[src/rtl/trace_tsched_pkg.sv]
package trace_tsched_pkg;

    typedef enum logic [1:0] {
        PK_NONE = 2'd0,
        PK_FULL = 2'd1,
        PK_MINI = 2'd2,
        PK_CYC  = 2'd3
    } pkt_kind_e;

    typedef enum logic [1:0] {
        ST_IDLE = 2'd0,
        ST_FULL = 2'd1,
        ST_MINI = 2'd2,
        ST_CYC  = 2'd3
    } sched_state_e;

    localparam int MINI_PAY_W = 8;

endpackage

[src/rtl/tsched_full_req.sv]
module tsched_full_req (
    input  logic clk,
    input  logic rst_n,
    input  logic trace_en,
    input  logic full_en,
    input  logic sync_req,
    input  logic take,
    output logic pend
);
    logic trace_q;
    logic armed;
    logic trig;

    assign armed = trace_en & full_en;
    assign trig  = armed & (~trace_q | sync_req);

    always_ff @(posedge clk or negedge rst_n) begin
        if (!rst_n) begin
            trace_q <= 1'b0;
            pend    <= 1'b0;
        end else begin
            trace_q <= trace_en;
            if (!armed) begin
                pend <= 1'b0;
            end else begin
                pend <= trig | (pend & ~take);
            end
        end
    end
endmodule

[src/rtl/tsched_mini_req.sv]
module tsched_mini_req #(
    parameter int CRY_W = 16,
    parameter int SEL_W = 4
) (
    input  logic                  clk,
    input  logic                  rst_n,
    input  logic                  arm,
    input  logic [SEL_W-1:0]      sel,
    input  logic [CRY_W-1:0]      ctc,
    input  logic                  take,
    output logic                  pend,
    output logic [7:0]            slice
);
    localparam int EXT_W = CRY_W + 8;

    logic [CRY_W-1:0] ctc_q;
    logic             flip;
    logic [EXT_W-1:0] ext;

    assign flip  = ctc[sel] ^ ctc_q[sel];
    assign ext   = {8'd0, ctc} >> sel;
    assign slice = ext[7:0];

    always_ff @(posedge clk or negedge rst_n) begin
        if (!rst_n) begin
            ctc_q <= '0;
            pend  <= 1'b0;
        end else begin
            ctc_q <= ctc;
            if (!arm) begin
                pend <= 1'b0;
            end else begin
                pend <= flip | (pend & ~take);
            end
        end
    end
endmodule

[src/rtl/tsched_cyc_count.sv]
module tsched_cyc_count #(
    parameter int CYC_W = 12
) (
    input  logic             clk,
    input  logic             rst_n,
    input  logic             run,
    input  logic [CYC_W-1:0] thresh,
    input  logic             take,
    output logic [CYC_W-1:0] cnt,
    output logic             due
);
    localparam logic [CYC_W-1:0] CNT_MAX = '1;
    localparam logic [CYC_W-1:0] CNT_ONE = CYC_W'(1);

    logic [CYC_W-1:0] eff_thr;

    assign eff_thr = (thresh == '0) ? CNT_ONE : thresh;
    assign due     = run && (cnt >= eff_thr);

    always_ff @(posedge clk or negedge rst_n) begin
        if (!rst_n) begin
            cnt <= '0;
        end else if (!run) begin
            cnt <= '0;
        end else if (take) begin
            cnt <= CNT_ONE;
        end else if (cnt != CNT_MAX) begin
            cnt <= cnt + CNT_ONE;
        end
    end

    // a saturated count stays saturated until a packet takes it
    p_sat_hold_r6: assert property (@(posedge clk) disable iff (!rst_n)
        (run && !take && cnt == CNT_MAX) |=> (cnt == CNT_MAX));
endmodule

[src/rtl/trace_timing_sched.sv]
module trace_timing_sched
    import trace_tsched_pkg::*;
#(
    parameter int TS_W  = 32,
    parameter int CRY_W = 16,
    parameter int CYC_W = 12,
    parameter int SEL_W = $clog2(CRY_W)
) (
    input  logic             clk,
    input  logic             rst_n,
    input  logic             trace_en,
    input  logic             full_en,
    input  logic             mini_en,
    input  logic             cyc_en,
    input  logic [SEL_W-1:0] mini_sel,
    input  logic [CYC_W-1:0] cyc_thresh,
    input  logic             sync_req,
    input  logic [TS_W-1:0]  tsc,
    input  logic [CRY_W-1:0] ctc,
    input  logic             pkt_ready,
    output logic             pkt_valid,
    output logic [1:0]       pkt_type,
    output logic [TS_W-1:0]  pkt_payload
);
    localparam int PAD_MINI = TS_W - MINI_PAY_W;
    localparam int PAD_CYC  = TS_W - CYC_W;

    sched_state_e state, state_n;

    logic            full_pend, mini_pend, cyc_due;
    logic            take_full, take_mini, take_cyc;
    logic [7:0]      mini_slice;
    logic [CYC_W-1:0] cyc_cnt;
    logic            idle_on;
    pkt_kind_e       kind;

    assign idle_on   = (state == ST_IDLE) && trace_en;
    assign take_full = idle_on && full_pend;
    assign take_mini = idle_on && !full_pend && mini_pend;
    assign take_cyc  = idle_on && !full_pend && !mini_pend && cyc_due;

    tsched_full_req u_full (
        .clk      (clk),
        .rst_n    (rst_n),
        .trace_en (trace_en),
        .full_en  (full_en),
        .sync_req (sync_req),
        .take     (take_full),
        .pend     (full_pend)
    );

    tsched_mini_req #(.CRY_W(CRY_W), .SEL_W(SEL_W)) u_mini (
        .clk   (clk),
        .rst_n (rst_n),
        .arm   (trace_en & mini_en),
        .sel   (mini_sel),
        .ctc   (ctc),
        .take  (take_mini),
        .pend  (mini_pend),
        .slice (mini_slice)
    );

    tsched_cyc_count #(.CYC_W(CYC_W)) u_cyc (
        .clk    (clk),
        .rst_n  (rst_n),
        .run    (trace_en & cyc_en),
        .thresh (cyc_thresh),
        .take   (take_cyc),
        .cnt    (cyc_cnt),
        .due    (cyc_due)
    );

    // next state: LOAD_* out of idle, ACCEPT back to idle
    always_comb begin
        state_n = state;
        unique case (state)
            ST_IDLE: begin
                if (take_full)      state_n = ST_FULL;
                else if (take_mini) state_n = ST_MINI;
                else if (take_cyc)  state_n = ST_CYC;
            end
            ST_FULL, ST_MINI, ST_CYC: begin
                if (pkt_ready) state_n = ST_IDLE;
            end
            default: state_n = ST_IDLE;
        endcase
    end

    always_ff @(posedge clk or negedge rst_n) begin
        if (!rst_n) state <= ST_IDLE;
        else        state <= state_n;
    end

    always_ff @(posedge clk or negedge rst_n) begin
        if (!rst_n) begin
            pkt_payload <= '0;
        end else if (take_full) begin
            pkt_payload <= tsc;
        end else if (take_mini) begin
            pkt_payload <= {{PAD_MINI{1'b0}}, mini_slice};
        end else if (take_cyc) begin
            pkt_payload <= {{PAD_CYC{1'b0}}, cyc_cnt};
        end
    end

    always_comb begin
        unique case (state)
            ST_IDLE: kind = PK_NONE;
            ST_FULL: kind = PK_FULL;
            ST_MINI: kind = PK_MINI;
            ST_CYC:  kind = PK_CYC;
            default: kind = PK_NONE;
        endcase
    end

    assign pkt_valid = (state != ST_IDLE);
    assign pkt_type  = kind;

    // stalled packet holds valid, type and payload
    p_hold_r8: assert property (@(posedge clk) disable iff (!rst_n)
        (pkt_valid && !pkt_ready) |=>
        (pkt_valid && $stable(pkt_type) && $stable(pkt_payload)));

    // a pending full timestamp request wins the next load
    p_full_first_r7: assert property (@(posedge clk) disable iff (!rst_n)
        (state == ST_IDLE && trace_en && full_pend) |=>
        (pkt_valid && pkt_type == 2'd1));

    // mini time beats cycle when no full timestamp is pending
    p_mini_next_r7: assert property (@(posedge clk) disable iff (!rst_n)
        (state == ST_IDLE && trace_en && !full_pend && mini_pend) |=>
        (pkt_valid && pkt_type == 2'd2));

    // nothing is loaded while tracing is off
    p_quiet_r10: assert property (@(posedge clk) disable iff (!rst_n)
        (state == ST_IDLE && !trace_en) |=> !pkt_valid);

    // a presented packet always has a legal type code
    p_legal_type_r8: assert property (@(posedge clk) disable iff (!rst_n)
        pkt_valid |-> (pkt_type != 2'd0));
endmodule

[config.mk]
export PLATFORM = sky130hd
export DESIGN_NAME = trace_timing_sched
export DESIGN_NICKNAME = d
export VERILOG_FILES = /design/src/rtl/trace_tsched_pkg.sv /design/src/rtl/tsched_full_req.sv /design/src/rtl/tsched_mini_req.sv /design/src/rtl/tsched_cyc_count.sv /design/src/rtl/trace_timing_sched.sv
export SDC_FILE = /design/constraint.sdc
export NUM_CORES = 1
export LEC_CHECK = 0
export BUFFER_PORTS_ARGS = -buffer_cell sky130_fd_sc_hd__buf_4
export CAP_MARGIN = 25
export CORE_UTILIZATION = 40
export DETAILED_ROUTE_END_ITERATION = 10
export PLACE_DENSITY = 0.68
export RECOVER_POWER = 50
export SYNTH_ARGS = -nofsm -noshare
export SYNTH_HDL_FRONTEND = slang
export SYNTH_SLANG_ARGS = --single-unit
[constraint.sdc]
create_clock -name clk -period 2.8 [get_ports clk]
set_input_delay 0.14 -clock clk [delete_from_list [all_inputs] [get_ports clk]]
set_output_delay 0.14 -clock clk [all_outputs]
set_load 0.02 [all_outputs]
==> qor.yml, run 1 <==
reg2reg_from: "u_cyc.cnt[0]$_DFFE_PN0P_"
seq_power_share_pct: 43.7
ys_ff_latch: 65
synth_seq_area_share_pct: 46.8
cts_buffers: 9
worstPathRequired_ns: 3.02
cap_violations: 1
drv_slew: 66
io_pins: 107
whs_ns: 0.0223
fin_cells: 551
ys.flop_type: "dfrtp_1"
synth.distinct_cells: 47
p_per_area_nw_per_um2: 574
p_clk_share_pct: 29.8
root_buffer: "clkbuf_8"
async_flop_share_pct: 100
placement_rows: 33
rsz0062_at_grt: "no"
path_max_fanout: 22
synthTopCellsByArea: "dfrtp_1, mux2i_1, a22o_1, ha_1, mux4_2"
power.internal_uw: 1770
maxSlewHeadroom_pct: -5.03
clk_pin_slew_worst_paths_ns: 0.08
hold_violations: 0
final_nets: 526
ir_drop_mv: 0.225
place_congestion: 0.823
setup_viol: 0
p_total_uw: 2620
core_um2: 8300
cp-startpoint: "u_cyc.cnt[0]$_DFFE_PN0P_"
worstSetupPathType: "register to register"
grt_max_degree: 66
syn_inst: 316
antenna_found_initial: 0
die_area_um2: 9060
final_common_cell: "dfrtp_1"
diodes: 0
grt_pass1_vias: 2921
grt_pass1_wl_mm: 14.3
clock_skew_ns: 0.0113
hold_path.class: "primary input to register"
routed-via-count: 2984
min_period_ns: 2.54
arrival_ns: 2.75
overflow: 0
clock_path_buffers: 2
syn2layout_area_growth_pct: 31.7
tns_ns: 0
endpoint: "pkt_payload[0]$_DFFE_PN0P_"
remaining_drc_errors: 0
cp-start-kind: "register"
endpoint_kind: "register"
fmax_ghz: 0.394
initial_core_util_pct: 41.8
final_cell_mix: "dfrtp_1, buf_4, clkbuf_1, mux2i_1, nand2_1"
portBuffers: 106
synth_edf_count: 0
post-route-util_pct: 55.1
switching_share_pct: 32.4
status: "finished with violations"
ant_nets: 0
vias_per_cell: 5.42
clkLatencyLatePin_ns: 0.34
avgRoutedWirePerCell_um: 16.2
synth_area_leader_cell: "dfrtp_1"
numPlacedInstances: 515
syn-mean-instance-area_um2: 11.0
power_switching_uw: 851
synth_top_area_share_pct: 46.8
regToRegSetupSlack_ns: 0.26
yosys_warnings: 0
clkSinkCount: 65
p_comb_share_pct: 26.5
r2r-end: "pkt_payload[0]$_DFFE_PN0P_"
violations: "capacitance limit, slew limit"
period_share_pct: 90.5
cts_resized: 0
first_iter_violations: 155
die_x_um: 95.2
synth.cell_area_um2: 3470
dpl.hpwl_mm: 6.46
drive_above_1_share_pct: 21.7
die_y_um: 95.2
totalWireLength_mm: 8.92
first_pass_iters: 4
total_leakage_power_uw: 0.00216
cts-htree-levels: 3
worst_pin_slew_ns: 1.58
synth_nets: 401
reg2reg_depth: 9
cts_tree: "built"
grtUsageTotal_pct: 21.0
power by group through the flow:
stage / sequential [µW] / combinational [µW] / clock (µW)
floorplan: 1300 / 278 / 0
global placement: 1170 / 777 / 0
detailed placement: 1170 / 787 / 0
CTS: 1150 / 812 / 805
global route: 1160 / 759 / 842
finish: 1150 / 696 / 781
worst max-delay path, stage by stage (launching register included):
cell	delay, ns
dfrtp_1	0.38
inv_1	0.06
ha_1	0.28
nand2b_1	0.16
a2111oi_2	0.35
nor3_1	0.08
o31a_1	0.35
nor3_4	0.23
buf_12	0.20
mux2_2	0.34
Yosys cell counts (all sizes together), types with 6 or more instances:
master	number
a21oi	7
a22o	20
buf	11
clkbuf	7
dfrtp	65
ha	13
inv	17
mux2	14
mux2i	26
mux4	6
nand2	23
nand3	8
nor2	20
nor3	10
o21ai	16
registers in the layout, summed over array words and instances (netlist names):
register        flops
u_cyc.cnt          12
u_full.trace_q      1
pkt_payload        32
u_full.pend         1
u_mini.pend         1
state               2
u_mini.ctc_q       16
routing by layer:
| metal | GRT usage [%] | wire, µm | share of wire [%] | up-vias |
|---|---|---|---|---|
| li1 | - | - | - | 1410 |
| met1 | 26.5 | 3910 | 44 | 1456 |
| met2 | 34.4 | 4340 | 49 | 100 |
| met3 | 3.75 | 477 | 5.3 | 18 |
| met4 | 10.7 | 195 | 2.2 | 0 |
| met5 | 0 | 0 | 0 | - |
cell type report:
class | count | area [µm²]
multi-input cells | 216 | 1690
flip-flops and latches | 65 | 1630
clock buffers | 9 | 124
well taps | 105 | 131
clock inverters | 7 | 71.3
inverters | 17 | 63.8
fillers | 777 | 3730
repair buffers | 132 | 863
through the flow:
stage,setup slack [ns],instance area (µm²)
3_5_place_dp,-0.000645,4370
3_3_place_gp,0.0854,4370
2_1_floorplan,0.206,3470
4_1_cts,0.263,4760
5_1_grt,0.125,4570
6_report,0.265,4570
logic make-up after synthesis:
kind of cell               after synthesis  share of synthesized area [%]
AOI/OAI and AO/OA                       68                           14.4
xor gates and xnor gates                 8                           2.02
adders and majority gates               13                           4.68
buffers and inverters                   35                           4.47
DFF                                     65                           46.8
muxes                                   46                           15.9
and+or+nand+nor                         81                           11.7
what timing repair did:
action | CTS | global route
hold buffers | 20 | 0
hold endpoints to repair | 85 | 0
buffers inserted | 0 | 0
worst min-delay path by stage:
stage	from	endpoint	slack (ns)	depth (start not counted)
final	tsc[15]	pkt_payload[15]$_DFFE_PN0P_	0.02	2
after global routing	tsc[16]	pkt_payload[16]$_DFFE_PN0P_	0.004	2
after CTS	tsc[16]	pkt_payload[16]$_DFFE_PN0P_	0.007	2
after detailed placement	ctc[1]	u_mini.ctc_q[1]$_DFF_PN0_	0.27	1
after global placement	ctc[0]	u_mini.ctc_q[0]$_DFF_PN0_	0.27	1
after floorplan	rst_n	pkt_payload[0]$_DFFE_PN0P_	-0.16	0
No activity file was read; power rests on OpenSTA's default activity.
==> inputs of run 2 (changes only) <==
- ABC_AREA: default -> 1
- CORE_MARGIN: default -> 4
- GPL_ROUTABILITY_DRIVEN: default -> 0
- PLACE_DENSITY: 0.68 -> 0.67
==> run 2 against run 1 <==
The run still ends with capacitance limit, slew limit left. Setup slack better by 0.15 ns. Power up 12%. Cell area up 12%. Utilization down 2.2 points. Combinational power up 29%. Die area up 28%. Non-clock buffer count up 10. Global-route usage down 2.3 points. Clock skew down 0.00064 ns. Largest power group unchanged. Highest routed layer unchanged.
==> qor.yml, run 2 <==
worstSetupPathType: "primary input to register"  # was register to register
clock_path_buffers: 2  # unchanged
worst_pin_slew_ns: 1.60  # was 1.58 ns
synth_area_leader_cell: "dfrtp_1"  # unchanged
placement_rows: 36  # was 33
initial_core_util_pct: 40.9  # was 41.8%
whs_ns: 0.00306  # was 0.0223 ns
syn_inst: 534  # was 316
diodes: 0  # unchanged
synth_edf_count: 0  # unchanged
cts_tree: "built"  # unchanged
dpl_cell_area_um2: 4790  # was 4370 µm²
final_cell_mix: "nand2_1, nand3_1, dfrtp_1, inv_1, buf_4"  # was dfrtp_1, buf_4, clkbuf_1, mux2i_1, nand2_1
p_per_area_nw_per_um2: 569  # was 574 nW/µm²
reg.largest.list: "pkt_payload x32, u_mini.ctc_q x16, u_cyc.cnt x12"  # unchanged
grt_max_degree: 66  # unchanged
ir_drop_mv: 0.308  # was 0.225 mV
synth_nets: 619  # was 401
setup_viol: 0  # unchanged
io_pins: 107  # unchanged
synthMostInstantiatedCell: "nand2_1"  # was dfrtp_1
arrival_ns: 2.60  # was 2.75 ns
clk_pin_slew_worst_paths_ns: 0.08  # about the same
final_nets: 747  # was 526
synth.cell_area_um2: 3980  # was 3470 µm²
ys_ff_latch: 65  # unchanged
synth.mux.area_fraction_pct: 0  # was 15.9%
yosys.area_share.simple_pct: 37.2  # was 11.7%
grtUsageTotal_pct: 18.7  # was 21.0%
portBuffers: 106  # unchanged
cap_violations: 1  # unchanged
clock_skew_ns: 0.0107  # was 0.0113 ns
total_leakage_power_uw: 0.00263  # was 0.00216 µW
synth_top_area_share_pct: 40.9  # was 46.8%
synth_top_family_by_area: "simple AND/OR/NAND/NOR gates"  # was multiplexers
path_max_fanout: 41  # was 22
die_y_um: 108  # was 95.2 µm
root_buffer: "clkbuf_8"  # unchanged
avgRoutedWirePerCell_um: 13.4  # was 16.2 µm
final_area_um2: 5140  # was 4570 µm²
fmax_ghz: 0.419  # was 0.394 GHz
yosys_warnings: 0  # unchanged
synth_seq_area_share_pct: 40.9  # was 46.8%
vias_per_cell: 4.91  # was 5.42
overflow: 0  # unchanged
routed-via-count: 3927  # was 2,984
worstPathRequired_ns: 3.02  # about the same
synth-compound-area-share_pct: 7.48  # was 14.4%
tns_ns: 0  # unchanged
period_share_pct: 85.2  # was 90.5%
status: "finished with violations"  # unchanged
syn2layout_area_growth_pct: 29.2  # was 31.7%
post-cts-setup-buffers: 0  # unchanged
largest_reg_flops: 32  # unchanged
final_common_cell: "nand2_1"  # was dfrtp_1
cp-start-kind: "primary input"  # was register
drv_slew: 66  # unchanged
core_um2: 9730  # was 8300 µm²
die_x_um: 108  # was 95.2 µm
max_flop_register: "pkt_payload"  # unchanged
clkSinkCount: 65  # unchanged
hold_path.class: "primary input to register"  # unchanged
synth-xor-area-share_pct: 0.440  # was 2.02%
cts_buffers: 9  # unchanged
remaining_drc_errors: 0  # unchanged
dpl.hpwl_mm: 7.74  # was 6.46 mm
totalWireLength_mm: 10.7  # was 8.92 mm
synthTopCellsByArea: "dfrtp_1, nand2_1, nand3_1, inv_1, ha_1"  # was dfrtp_1, mux2i_1, a22o_1, ha_1, mux4_2
syn-mean-instance-area_um2: 7.45  # was 11.0 µm²
cts-htree-levels: 3  # unchanged
synth.distinct_cells: 37  # was 47
p_total_uw: 2930  # was 2620 µW
antenna_found_initial: 0  # unchanged
maxSlewHeadroom_pct: -6.57  # was -5.03%
grt_pass1_vias: 3807  # was 2,921
drive_above_1_share_pct: 14.5  # was 21.7%
synth_common_cells: "nand2_1, nand3_1, dfrtp_1"  # was dfrtp_1, mux2i_1, nand2_1
endpoint_kind: "register"  # unchanged
ant_nets: 0  # unchanged
first_iter_violations: 218  # was 155
min_period_ns: 2.38  # was 2.54 ns
die_area_um2: 11600  # was 9060 µm²
async_flop_share_pct: 100  # unchanged
synth_adder_area_share_pct: 4.09  # was 4.68%
grt_pass1_wl_mm: 17.6  # was 14.3 mm
first_pass_iters: 4  # unchanged
ys.flop_type: "dfrtp_1"  # unchanged
clkLatencyLatePin_ns: 0.34  # about the same
hold_violations: 0  # unchanged
violations: "capacitance limit, slew limit"  # unchanged
rsz0062_at_grt: "no"  # unchanged
-- run 2: layer usage --
layer	vias to the layer above	global-route usage, %	part of all wire, %
li1	1997	-	-
met1	1822	24.0	45
met2	91	32.4	49
met3	17	3.36	4.2
met4	0	5.05	1.6
met5	-	0	0
-- run 2: layout make-up --
class,count,area (µm²)
clock buffers,9,124
clock inverters,7,78.8
well taps,133,166
repair buffers,142,957
inverters,62,233
fillers,1010,4590
flip-flops and latches,65,1630
multi-input cells,382,1960
-- run 2: final timing paths --
| kind | startpoint | end | slack (ns) | cells past startpoint |
|---|---|---|---|---|
| setup / recovery | trace_en | pkt_payload[11]$_DFFE_PN0P_ | 0.42 | 8 |
| hold reg to reg | pkt_payload[29]$_DFFE_PN0P_ | pkt_payload[29]$_DFFE_PN0P_ | 0.50 | 2 |
| max in group asynchronous | rst_n | pkt_payload[21]$_DFFE_PN0P_ | 1.10 | 2 |
| hold / removal | tsc[27] | pkt_payload[27]$_DFFE_PN0P_ | 0.003 | 3 |
| min in group asynchronous | rst_n | u_mini.ctc_q[15]$_DFF_PN0_ | 0.73 | 2 |
| setup reg to reg | state[0]$_DFFE_PN0P_ | pkt_payload[11]$_DFFE_PN0P_ | 0.53 | 7 |
-- run 2: cell families after synthesis --
kind of cell               Yosys count
AOI/OAI and AO/OA                   45
xor gates and xnor gates             2
adders and majority gates           13
and+or+nand+nor                    322
buffers and inverters               87
DFF                                 65
-- run 2: per-stage QoR --
| stage | utilization [%] | std cells | setup slack [ns] |
|---|---|---|---|
| after detailed placement | 49.3 | 750 | 0.465 |
| final | 52.9 | 800 | 0.415 |
| after CTS | 54.8 | 800 | 0.458 |
| after global placement | 49.3 | 750 | 0.523 |
| after global routing | 52.9 | 800 | 0.142 |
| after floorplan | - | 534 | 1.08 |
-- run 2: timing repair --
action,in CTS,in global routing
gates resized for setup,0,0
hold buffers,34,0
endpoints found under the hold margin,99,0
-- run 2: critical path: stages --
cell           delay (ns)
dlygate4sd3_1        0.53
clkbuf_1             0.20
nand3_1              0.17
inv_2                0.24
nor2_4               0.80
nand2_4              0.27
nor2_1               0.17
a21oi_1              0.06
-- run 2: report_power, final --
group / internal, µW / total, µW / leakage, µW / switching, µW
Clock: 420 / 809 / 0.000104 / 389
Sequential: 1120 / 1220 / 0.000820 / 102
Combinational: 310 / 898 / 0.00170 / 587
==> inputs of run 3 (changes only) <==
- HOLD_SLACK_MARGIN: default -> 0.06
==> run 3 against run 2 <==
The run still ends with capacitance limit, slew limit left. Sequential share of layout area decreased by 0.43 points. Cell area up 1.4%. Non-clock buffer count up 7. Hold slack improved by 0.069 ns. Critical path type unchanged. Critical endpoint unchanged. Largest cell class unchanged.
==> qor.yml, run 3 (synthesized netlist as in run 2, its figures left out) <==
power.internal_uw: 1850  # about the same
cap_violations: 1  # unchanged
diodes: 0  # unchanged
crit_chain: "dlygate4sd3_1 > clkbuf_1 > nand3_1 > inv_2 > nor2_4 > nand2_4 > nor2_1 > a21oi_1"  # unchanged
violations: "capacitance limit, slew limit"  # unchanged
drv_slew: 66  # unchanged
die_y_um: 108  # unchanged
cts-hold-fix-buffers: 41  # was 34
first_iter_violations: 216  # was 218
p_clk_share_pct: 27.5  # was 27.7%
min_period_ns: 2.39  # was 2.38 ns
clkSinkCount: 65  # unchanged
fmax_ghz: 0.419  # about the same
path_max_fanout: 41  # unchanged
placement_rows: 36  # unchanged
status: "finished with violations"  # unchanged
seq_power_share_pct: 41.5  # was 41.7%
cts_resized: 0  # unchanged
power_switching_uw: 1080  # about the same
cts_buffers: 9  # unchanged
routed-via-count: 3942  # was 3,927
clkLatencyLatePin_ns: 0.35  # was 0.34 ns
fin_cells: 807  # was 800
final_common_cell: "nand2_1"  # unchanged
worstPathRequired_ns: 3.02  # about the same
cp_top_family: "simple AND/OR/NAND/NOR gates"  # unchanged
avgRoutedWirePerCell_um: 13.5  # was 13.4 µm
dpl.hpwl_mm: 7.74  # unchanged
setup_viol: 0  # unchanged
post-cts-setup-buffers: 0  # unchanged
p_comb_share_pct: 31.0  # was 30.7%
final_nets: 754  # was 747
first_pass_iters: 5  # was 4
largest_reg_flops: 32  # unchanged
final_cell_mix: "nand2_1, nand3_1, dfrtp_1, inv_1, buf_4"  # unchanged
pre_cts_ws_ns: 0.465  # unchanged
io_pins: 107  # unchanged
worstSetupPathType: "primary input to register"  # unchanged
period_share_pct: 85.2  # about the same
initial_core_util_pct: 40.9  # unchanged
layout_setup_ws_ns: 0.414  # was 0.415 ns
hold_violations: 0  # unchanged
cts-htree-levels: 3  # unchanged
remaining_drc_errors: 0  # unchanged
overflow: 0  # unchanged
grt_max_degree: 66  # unchanged
grt_pass1_wl_mm: 17.8  # was 17.6 mm
clock_path_buffers: 2  # unchanged
cts_tree: "built"  # unchanged
reg.largest.list: "pkt_payload x32, u_mini.ctc_q x16, u_cyc.cnt x12"  # unchanged
endpoint_kind: "register"  # unchanged
tns_ns: 0  # unchanged
p_total_uw: 2940  # was 2930 µW
vias_per_cell: 4.88  # was 4.91
crit_buf_inv: 3  # unchanged
arrival_ns: 2.61  # was 2.60 ns
die_area_um2: 11600  # unchanged
totalWireLength_mm: 10.9  # was 10.7 mm
worst_pin_slew_ns: 1.60  # about the same
total_leakage_power_uw: 0.00266  # was 0.00263 µW
slowest_stage: "nor2_4"  # unchanged
antenna_found_initial: 0  # unchanged
max_flop_register: "pkt_payload"  # unchanged
ir_drop_mv: 0.309  # was 0.308 mV
switching_share_pct: 36.9  # was 36.8%
numPlacedInstances: 750  # unchanged
cp-start-kind: "primary input"  # unchanged
p_per_area_nw_per_um2: 564  # was 569 nW/µm²
hold_path.class: "primary input to register"  # unchanged
whs_ns: 0.0718  # was 0.00306 ns
cpPeakStageDelay_ns: 0.81  # was 0.80 ns
die_x_um: 108  # unchanged
drive_above_1_share_pct: 14.4  # was 14.5%
core_um2: 9730  # unchanged
grtUsageTotal_pct: 19.0  # was 18.7%
portBuffers: 106  # unchanged
clk_pin_slew_worst_paths_ns: 0.08  # about the same
syn2layout_area_growth_pct: 31.0  # was 29.2%
fillers: 1001  # was 1,010
ant_nets: 0  # unchanged
clock_skew_ns: 0.0101  # was 0.0107 ns
maxSlewHeadroom_pct: -6.60  # was -6.57%
grt_pass1_vias: 3851  # was 3,807
root_buffer: "clkbuf_8"  # unchanged
rsz0062_at_grt: "no"  # unchanged
==> run 3: cell type report <==
cell class	instances	area [µm²]	area share [%]
sequential	65	1630	31.2
timing repair buffer	149	1030	19.7
inverter	62	233	4.46
clock inverter	7	78.8	1.51
tap	133	166	3.19
multi-input combinational	382	1960	37.5
clock buffer	9	124	2.38
==> run 3: final timing paths <==
| check | end | slack (ns) | depth (start not counted) | start |
|---|---|---|---|---|
| setup / recovery | pkt_payload[11]$_DFFE_PN0P_ | 0.41 | 8 | trace_en |
| hold / removal | u_mini.pend$_DFF_PN0_ | 0.07 | 5 | mini_en |
| setup reg to reg | pkt_payload[11]$_DFFE_PN0P_ | 0.52 | 7 | state[0]$_DFFE_PN0P_ |
| hold reg to reg | pkt_payload[29]$_DFFE_PN0P_ | 0.50 | 2 | pkt_payload[29]$_DFFE_PN0P_ |
| max in group asynchronous | pkt_payload[21]$_DFFE_PN0P_ | 1.11 | 2 | rst_n |
| min in group asynchronous | u_mini.ctc_q[15]$_DFF_PN0_ | 0.73 | 2 | rst_n |
==> run 3: worst reg2reg max path: stages (launching register included) <==
cell and delay [ns]:
dfrtp_1 0.40, nor2_2 0.09, nand3_1 0.11, inv_2 0.24, nor2_4 0.81, nand2_4 0.28
nor2_1 0.17, a21oi_1 0.06
==> run 3: per-layer routing <==
layer	wire length, µm	track usage [%]	vias up	part of all wire [%]
met5	0	0	-	0
met3	480	3.48	15	4.4
li1	-	-	2012	-
met1	4810	24.1	1817	44
met4	169	5.50	0	1.6
met2	5410	33.1	98	50
==> run 3: power groups by stage <==
stage | combinational (µW) | clock [µW] | sequential, µW
final | 910 | 810 | 1220
after global routing | 1010 | 874 | 1240
after CTS | 1070 | 835 | 1220
after detailed placement | 1020 | 0 | 1240
after global placement | 998 | 0 | 1240
after floorplan | 362 | 0 | 1420
==> run 3: per-stage QoR <==
stage	utilization, %	instance area, µm²
6_report	53.6	5210
5_1_grt	53.6	5210
4_1_cts	55.6	5410
3_5_place_dp	49.3	4790
3_3_place_gp	49.3	4790
2_1_floorplan	-	3980
